[src/rtl/pgwalk_pkg.sv]
package pgwalk_pkg;

    // Walk controller states
    typedef enum logic [2:0] {
        ST_IDLE  = 3'd0,
        ST_PDE   = 3'd1,
        ST_PTE   = 3'd2,
        ST_DONE  = 3'd3,
        ST_FAULT = 3'd4
    } walk_state_e;

    // Fault cause, lowest nonzero value wins
    typedef enum logic [1:0] {
        FC_NONE    = 2'd0,
        FC_NOTPRES = 2'd1,
        FC_PRIV    = 2'd2,
        FC_WPROT   = 2'd3
    } fault_code_e;

    // Entry flag positions
    localparam int FLAG_P = 0;
    localparam int FLAG_W = 1;
    localparam int FLAG_U = 2;

endpackage

[src/rtl/pgwalk_addr.sv]
// Forms the byte address of the directory or table entry.
module pgwalk_addr #(
    parameter int ADDR_W = 32,
    parameter int OFF_W  = 12
) (
    input  logic                    leaf,
    input  logic [ADDR_W-OFF_W-1:0] dir_frame,
    input  logic [ADDR_W-OFF_W-1:0] tbl_frame,
    input  logic [ADDR_W-1:0]       vaddr,
    output logic [ADDR_W-1:0]       entry_addr
);
    localparam int IDX_W = OFF_W - 2;
    localparam int TBL_LO = OFF_W;
    localparam int DIR_LO = OFF_W + IDX_W;

    logic [IDX_W-1:0] dir_idx;
    logic [IDX_W-1:0] tbl_idx;

    always_comb begin
        dir_idx = vaddr[DIR_LO +: IDX_W];
        tbl_idx = vaddr[TBL_LO +: IDX_W];
        if (leaf) begin
            entry_addr = {tbl_frame, tbl_idx, 2'b00};
        end else begin
            entry_addr = {dir_frame, dir_idx, 2'b00};
        end
    end
endmodule

[src/rtl/pgwalk_rights.sv]
// Judges a fetched entry: presence at either level, rights at the leaf.
module pgwalk_rights
    import pgwalk_pkg::*;
#(
    parameter int ADDR_W = 32
) (
    input  logic [ADDR_W-1:0] entry,
    input  logic              leaf,
    input  logic              pde_w,
    input  logic              pde_u,
    input  logic              acc_write,
    input  logic              acc_user,
    output fault_code_e       code,
    output logic              eff_w,
    output logic              eff_u
);
    always_comb begin
        eff_w = pde_w & entry[FLAG_W];
        eff_u = pde_u & entry[FLAG_U];
        if (!entry[FLAG_P]) begin
            code = FC_NOTPRES;
        end else if (!leaf) begin
            code = FC_NONE;
        end else if (acc_user && !eff_u) begin
            code = FC_PRIV;
        end else if (acc_write && !eff_w) begin
            code = FC_WPROT;
        end else begin
            code = FC_NONE;
        end
    end
endmodule

[src/rtl/pgwalk_top.sv]
module pgwalk_top
    import pgwalk_pkg::*;
#(
    parameter int ADDR_W = 32,
    parameter int OFF_W  = 12
) (
    input  logic                    clk,
    input  logic                    rst_n,
    input  logic                    req_valid,
    input  logic [ADDR_W-1:0]       req_vaddr,
    input  logic                    req_write,
    input  logic                    req_user,
    input  logic                    paging_on,
    input  logic [ADDR_W-OFF_W-1:0] dir_base,
    output logic                    busy,
    output logic                    mem_rd_req,
    output logic [ADDR_W-1:0]       mem_rd_addr,
    input  logic                    mem_rd_valid,
    input  logic [ADDR_W-1:0]       mem_rd_data,
    output logic                    rsp_valid,
    output logic [ADDR_W-1:0]       rsp_paddr,
    output logic                    rsp_writable,
    output logic                    rsp_user,
    output logic                    rsp_fault,
    output logic [1:0]              rsp_code,
    output logic [ADDR_W-1:0]       fault_addr
);
    localparam int FRAME_W = ADDR_W - OFF_W;

    walk_state_e state_q, state_d;

    logic [ADDR_W-1:0]  va_q;
    logic               wr_q, us_q;
    logic [FRAME_W-1:0] base_q, tbl_q;
    logic               pde_w_q, pde_u_q;
    logic [ADDR_W-1:0]  paddr_q, fault_addr_q;
    logic               res_w_q, res_u_q;
    fault_code_e        code_q;

    logic               accept, leaf, got_entry;
    fault_code_e        chk_code;
    logic               chk_w, chk_u;

    assign accept    = req_valid && (state_q == ST_IDLE);
    assign leaf      = (state_q == ST_PTE);
    assign got_entry = mem_rd_valid && ((state_q == ST_PDE) || (state_q == ST_PTE));

    pgwalk_addr #(.ADDR_W(ADDR_W), .OFF_W(OFF_W)) u_addr (
        .leaf       (leaf),
        .dir_frame  (base_q),
        .tbl_frame  (tbl_q),
        .vaddr      (va_q),
        .entry_addr (mem_rd_addr)
    );

    pgwalk_rights #(.ADDR_W(ADDR_W)) u_rights (
        .entry     (mem_rd_data),
        .leaf      (leaf),
        .pde_w     (pde_w_q),
        .pde_u     (pde_u_q),
        .acc_write (wr_q),
        .acc_user  (us_q),
        .code      (chk_code),
        .eff_w     (chk_w),
        .eff_u     (chk_u)
    );

    // Next-state decision
    always_comb begin
        state_d = state_q;
        unique case (state_q)
            ST_IDLE: begin
                if (req_valid) state_d = paging_on ? ST_PDE : ST_DONE;
            end
            ST_PDE: begin
                if (mem_rd_valid) state_d = (chk_code == FC_NONE) ? ST_PTE : ST_FAULT;
            end
            ST_PTE: begin
                if (mem_rd_valid) state_d = (chk_code == FC_NONE) ? ST_DONE : ST_FAULT;
            end
            ST_DONE:  state_d = ST_IDLE;
            ST_FAULT: state_d = ST_IDLE;
            default:  state_d = ST_IDLE;
        endcase
    end

    // State register
    always_ff @(posedge clk or negedge rst_n) begin
        if (!rst_n) state_q <= ST_IDLE;
        else        state_q <= state_d;
    end

    // Walk context and results
    always_ff @(posedge clk or negedge rst_n) begin
        if (!rst_n) begin
            va_q         <= '0;
            wr_q         <= 1'b0;
            us_q         <= 1'b0;
            base_q       <= '0;
            tbl_q        <= '0;
            pde_w_q      <= 1'b0;
            pde_u_q      <= 1'b0;
            paddr_q      <= '0;
            res_w_q      <= 1'b0;
            res_u_q      <= 1'b0;
            code_q       <= FC_NONE;
            fault_addr_q <= '0;
        end else begin
            if (accept) begin
                va_q   <= req_vaddr;
                wr_q   <= req_write;
                us_q   <= req_user;
                base_q <= dir_base;
                code_q <= FC_NONE;
                if (!paging_on) begin
                    paddr_q <= req_vaddr;
                    res_w_q <= 1'b1;
                    res_u_q <= 1'b1;
                end
            end
            if (got_entry) begin
                code_q <= chk_code;
                if (chk_code != FC_NONE) fault_addr_q <= va_q;
                if (leaf) begin
                    paddr_q <= {mem_rd_data[ADDR_W-1:OFF_W], va_q[OFF_W-1:0]};
                    res_w_q <= chk_w;
                    res_u_q <= chk_u;
                end else begin
                    tbl_q   <= mem_rd_data[ADDR_W-1:OFF_W];
                    pde_w_q <= mem_rd_data[FLAG_W];
                    pde_u_q <= mem_rd_data[FLAG_U];
                end
            end
        end
    end

    // Outputs
    always_comb begin
        busy         = (state_q != ST_IDLE);
        mem_rd_req   = (state_q == ST_PDE) || (state_q == ST_PTE);
        rsp_valid    = (state_q == ST_DONE) || (state_q == ST_FAULT);
        rsp_fault    = (state_q == ST_FAULT);
        rsp_code     = code_q;
        rsp_paddr    = paddr_q;
        rsp_writable = res_w_q;
        rsp_user     = res_u_q;
        fault_addr   = fault_addr_q;
    end
endmodule

[config.mk]
export PLATFORM = sky130hd
export DESIGN_NAME = pgwalk_top
export DESIGN_NICKNAME = d
export VERILOG_FILES = /design/src/rtl/pgwalk_pkg.sv /design/src/rtl/pgwalk_addr.sv /design/src/rtl/pgwalk_rights.sv /design/src/rtl/pgwalk_top.sv
export SDC_FILE = /design/constraint.sdc
export NUM_CORES = 1
export LEC_CHECK = 0
export BUFFER_PORTS_ARGS = -buffer_cell sky130_fd_sc_hd__buf_2
export CORE_MARGIN = 2
export CORE_UTILIZATION = 45
export DETAILED_ROUTE_END_ITERATION = 8
export PLACE_DENSITY = 0.74
export SYNTH_ARGS = -nofsm -noshare
export SYNTH_HDL_FRONTEND = slang
export SYNTH_SLANG_ARGS = --single-unit
[constraint.sdc]
create_clock -name clk -period 1.9 [get_ports clk]
set_clock_uncertainty 0.15 [all_clocks]
set_input_delay 0.19 -clock clk [delete_from_list [all_inputs] [get_ports clk]]
set_output_delay 0.19 -clock clk [all_outputs]
set_load 0.03 [all_outputs]
; After elaboration in Yosys (flattened, before gate mapping)
; Cells that the tools add are included.
; Widths: inputs -> output; s select.
[op_classes]
n_eq_ne = 7
mux = 26
bitwise_logic = 3
n_reduce_logical = 16
[ops]
columns = op, count
row1 = $mux 32, 5
row2 = $mux 3, 5
row3 = $mux 2, 7
row4 = $pmux 3 s3, 1
row5 = $mux 1, 8
row6 = $eq 3x2->1 const B, 2
row7 = $ne 2x2->1 const B, 3
row8 = $logic_and 1x1->1, 4
row9 = $reduce_and 2->1, 2
row10 = $reduce_bool 2->1, 2
row11 = $eq 3x1->1 const B, 1
row12 = $eq 3x3->1 const B, 1
row13 = $logic_not 3->1, 1
row14 = $reduce_and 3->1, 1
row15 = $reduce_bool 3->1, 1
row16 = $and 1x1->1, 2
row17 = $logic_not 1->1, 2
row18 = $logic_not 2->1, 1
row19 = $logic_or 1x1->1, 2
row20 = $not 1->1, 1
[word_totals]
register_bits = 147
inputBits = 91
out_inout_bits = 104
word_cells = 65

; Depth between registers and ports, before layout
[depth]
ltp_word = 11
depth_mapped = 7
ltp_nobuf = 4

; Hierarchy
; A second synthesis with hierarchy kept.
[hier_totals]
cells_unflattened = 614
hier_area_um2 = 6628.9
[by_module_without_submodules]
columns = mod, n_inst, cells_per_inst, area_per_inst_um2
row1 = pgwalk_top, 1, 571, 6065.8
row2 = pgwalk_addr, 1, 36, 503.0
row3 = pgwalk_rights, 1, 7, 60.1

; Worst setup path after synthesis
; Ideal clock, no wire load.
[synth_path]
kind = flip-flop to output port
from = register state_q[0]
to = output port rsp_valid
arrival_ns = 1.756
required_time_ns = 1.560
setup_slack_ns = -0.196
stages_incl_launch_ff = 4
cell_sequence = dfrtp_1 buf_2 nor3b_1 o21bai_1
[synth_between]
elab_chain_len = 2
[synth_rtl]
columns = item, line_no
row1 = start: declaration, pgwalk_top.sv:30  ; walk_state_e state_q, state_d;
row2 = start signal: assignment, pgwalk_top.sv:90  ; else state_q <= state_d;
row3 = $eq 3x3->1, -
row4 = net rsp_fault, pgwalk_top.sv:24  ; output logic rsp_fault,
row5 = $logic_or 1x1->1, pgwalk_top.sv:141  ; rsp_valid = (state_q == ST_DONE) || (state_q == ST_FAULT);
row6 = end: declaration, pgwalk_top.sv:20  ; output logic rsp_valid,
; The timed path passes the listed nets, and every way through them passes these cells.

; Final worst setup path
[layout_path]
from = register state_q[0]
to = output port mem_rd_addr[8]
[layout_between]
elab_chain_len = 2
[layout_rtl]
columns = item, line_no
row1 = $eq 3x2->1, pgwalk_top.sv:45  ; assign leaf = (state_q == ST_PTE);
row2 = $mux 32, pgwalk_addr.sv:22  ; if (leaf) begin
row3 = end: declaration, pgwalk_top.sv:17  ; output logic [ADDR_W-1:0] mem_rd_addr,
; No other way between the ends.

==> results by stage <==
Global route:
- The number of global-route vias before repair is 5262.
- The total routing resource utilization after global routing is 24.8%.
- The overall overflow remaining after global route is 0.
- The pin count of the biggest net entering global routing is 69.
- The first global-routing pass estimated 28100 um of wire.
- The initial antenna violation count is 0.

Routing:
- The final antenna-violating net count is 0.
- The count of TritonRoute iterations in the first routing pass is 4.
- In the routed design, unresolved DRC markers number 0.
- Summing over every cut layer, the via total after detailed routing is 5155.
- The mean routed wirelength per cell is 22.5 um.
- The via-per-instance ratio is between 5 and 6.
- The first-iteration detailed-routing DRC count is 352.
- The routed design has 21600 um of wire.

Clock network:
- The buffer type at the clock tree root is sky130_fd_sc_hd__clkbuf_16.
- The CTS buffer count is 17.
- The H-tree generated during clock tree synthesis spans 4 levels.
- The clock edge transition at the registers on the reported setup and hold paths is roughly 0.060 ns.
- The count of clock tree sinks is 147.
- The maximum root-to-sink buffer count is 2.
- The TritonCTS clock tree is yes.
- The clock reaches the later pin of the worst-skew pair after 0.41 ns.

Yosys:
- The count of flip-flops with a built-in enable after synthesis is 0.
- The most used flip-flop cell after synthesis is sky130_fd_sc_hd__dfrtp_1.
- The post-synthesis sequential element count is 147.
- The synthesized area is approximately 6400 sq um.
- Ranked by total cell area, the synthesized netlist is headed by sky130_fd_sc_hd__dfrtp_1 (57%), sky130_fd_sc_hd__mux2_2 (19%), sky130_fd_sc_hd__mux2_4 (6.8%).
- sky130_fd_sc_hd__dfrtp_1 takes more of the synthesized area than any other cell.
- For this run, the register share of the synthesized area comes to 57.3%.
- In this run the mean area of a mapped cell was 13.9 sq um.
- The number of warnings printed during yosys synthesis is 0.
- The synthesized design devotes to its leading area cell type 57.3% of total area.
- The number of instances in the synthesized netlist is 461.
- The number of distinct library cell variants in the gate-level netlist after synthesis is 34.
- Counting flops with an async set or reset pin after synthesis yields a share of 100%.

Min path:
- The worst hold-check path type is primary input to async pin.

Floorplan:
- For this configuration, the core starts out at a cell density of between 40% and 50%.
- The chip height is roughly 120 um.
- The number of top-level pins is roughly 200.
- The floorplan step defined a die boundary enclosing 15200 sq um.
- In this run the standard cell core region covers 13900 sq um.
- In this run the core area contains 43 standard-cell rows.
- The chip width is 123 um.

Outcome:
- The run finished, with violations left.
- The checks that failed: negative setup slack.

Placed design:
- After legalization and detailed placement, the total HPWL measured about 11000 um.
- The routability-driven placement congestion ratio is 0.802.
- The worst slack after detailed placement is -0.0384 ns.
- Summing all placed instances gives a cell area of 7750 sq um.
- In this run the tool buffered the top-level ports with between 150 and 200 buffer cells.

Power:
- Combinational logic is responsible for between 50% and 60% of the overall power.
- The share of total power dissipated in sequential elements is 29.0%.
- The switching share of power is between 30 and 40%.
- In this run the static leakage power is 5.09 nW.
- Across the VDD grid, the largest voltage drop is roughly 0.0011 V.
- For this design the total switching power over the nets is 8.06 mW.
- The internal power contribution is ~12 mW.
- The proportion of power drawn by the clock network is 15.4%.
- The ratio of total power to cell area is roughly 2000 nW/um^2.

STA:
- Summed over all failing endpoints, the final setup total negative slack is -24.74 ns.
- The number of hold-slack violations in the final timing report is 0.
- On the final layout, the worst hold slack is 0.145 ns.
- The max-slew violation count is 0.
- Setup slack on the critical path of the routed design comes to -0.308 ns.
- Setup violations remaining at the end of the flow were counted as roughly 140.
- Setup repair after global routing could not meet its margin everywhere.
- The routed design could run at a clock period as short as 2.21 ns.
- The maximum achievable frequency is 0.453 GHz.
- The final critical path takes up 116% of the cycle.

Finish:
- For this run, the post-layout net count is 860.
- The finished cells cover approximately 10000 sq um.
- The top cell types in the final layout, fill and taps aside, are sky130_fd_sc_hd__buf_2 (148), sky130_fd_sc_hd__dfrtp_1 (145), sky130_fd_sc_hd__mux2_4 (112), sky130_fd_sc_hd__dlygate4sd3_1 (81), sky130_fd_sc_hd__buf_6 (45).
- Of the cells placed in the final design, the portion with a size suffix greater than 1 is between 50% and 60%.
- The post-synthesis to final-layout area growth is 60.6%.
- Cells fill 74.0% of the core in the end.
- The library cell used most frequently in the layout, excluding fill and tap cells, is sky130_fd_sc_hd__buf_2.

Critical path:
- The worst setup path is launched from a flip-flop.
- For the worst flop-to-flop path, the logic depth is 7.
- The kind of end point of the critical path is an output port.
- The worst endpoint required time is 1.56 ns.
- The kind of critical path is flip-flop to output port.
- The maximum fanout along the worst path is 8.
- The arrival time at the worst endpoint is 1.87 ns.

Flow run:
- The tool flagged a number of max-cap violations equal to 0.
cells by family (layout without fill, tap and decap cells):
family                   Yosys count  after routing  share of synthesized area [%]
multiplexers                     171            171                           31.0
flip-flops                       147            147                           57.3
AND/OR/NAND/NOR                   59             59                           4.07
AO/OA/AOI/OAI                     49             49                           4.34
buffers and inverters             32            351                           2.94
adder cells (fa/ha/maj)            1              1                          0.156
other                              1              3                         0.0584
XOR/XNOR                           1              1                          0.136
sequential cells by signal, indices dropped and copies added (netlist names):
register      count
base_q           20
pde_w_q           1
rsp_code          2
fault_addr       32
rsp_user          1
us_q              1
pde_u_q           1
rsp_paddr        32
state_q           3
rsp_writable      1
va_q             32
wr_q              1
tbl_q            20
Yosys cell counts, types with 2 or more instances:
master / number
sky130_fd_sc_hd__inv_1: 2
sky130_fd_sc_hd__nand2b_1: 3
sky130_fd_sc_hd__buf_6: 3
sky130_fd_sc_hd__dfrtp_1: 147
sky130_fd_sc_hd__clkbuf_1: 4
sky130_fd_sc_hd__buf_2: 16
sky130_fd_sc_hd__mux2_4: 29
sky130_fd_sc_hd__buf_4: 7
sky130_fd_sc_hd__mux2i_1: 33
sky130_fd_sc_hd__o21bai_1: 2
sky130_fd_sc_hd__a22oi_1: 2
sky130_fd_sc_hd__o21ai_0: 34
sky130_fd_sc_hd__nor2_1: 10
sky130_fd_sc_hd__a22o_1: 2
sky130_fd_sc_hd__nand2_1: 38
sky130_fd_sc_hd__mux2_2: 109
sky130_fd_sc_hd__a21oi_1: 3
area by class of cell:
class                      count  area [sq um]
sequential                   147          3680
fill                         849          3620
multi-input combinational    283          3050
timing repair buffer         318          2800
clock buffer                  20           457
tap                          180           225
clock inverter                11          87.6
inverter                       2          7.51
antenna                        1          2.50
metrics by stage:
step / total power [mW] / cells
4_1_cts: 18.3 / 947
6_report: 20.3 / 962
3_5_place_dp: 14.0 / 819
5_1_grt: 21.1 / 961
2_1_floorplan: 11.4 / 462
3_3_place_gp: 13.6 / 819
power by group through the flow:
stage | sequential (mW) | clock, mW | combinational, mW
after floorplan | 6.89 | 0 | 4.48
after global placement | 5.63 | 0 | 7.99
after detailed placement | 5.75 | 0 | 8.20
after CTS | 5.71 | 3.15 | 9.42
after global routing | 6.03 | 3.32 | 11.7
final | 5.89 | 3.13 | 11.3
routing by layer:
layer / wire length, um / track usage (%) / part of all wire [%] / vias up
li1: - / - / - / 2256
met1: 9230 / 31.9 / 43 / 2695
met2: 11100 / 41.3 / 52 / 172
met3: 795 / 4.61 / 3.7 / 32
met4: 461 / 9.87 / 2.1 / 0
met5: 0 / 0 / 0 / -
what timing repair did:
item	4_1_cts	5_1_grt
setup endpoints to repair	58	176
pin swaps	3	11
hold buffers	81	0
gates resized for setup	72	183
hold endpoints to repair	260	0
setup buffers	11	11
cloned	5	12
worst paths after layout:
check	from	end	slack (ns)
setup / recovery	state_q[0]	mem_rd_addr[8]	-0.31
hold / removal	rst_n	rsp_paddr[2]	0.14
setup reg to reg	state_q[1]	fault_addr[7]	-0.25
max in group asynchronous	rst_n	base_q[6]	0.85
min in group clk	mem_rd_data[2]	rsp_code[0]	0.30
hold reg to reg	rsp_code[1]	rsp_code[1]	0.36
worst max-delay path, cell delays in order (launching register included):
cell and delay [ns]:
sky130_fd_sc_hd__dfrtp_2 0.43, sky130_fd_sc_hd__nor3b_4 0.24, sky130_fd_sc_hd__buf_6 0.16, sky130_fd_sc_hd__buf_12 0.15, sky130_fd_sc_hd__mux2_4 0.32, sky130_fd_sc_hd__buf_6 0.15
No activity file was read; power rests on OpenSTA's default activity.
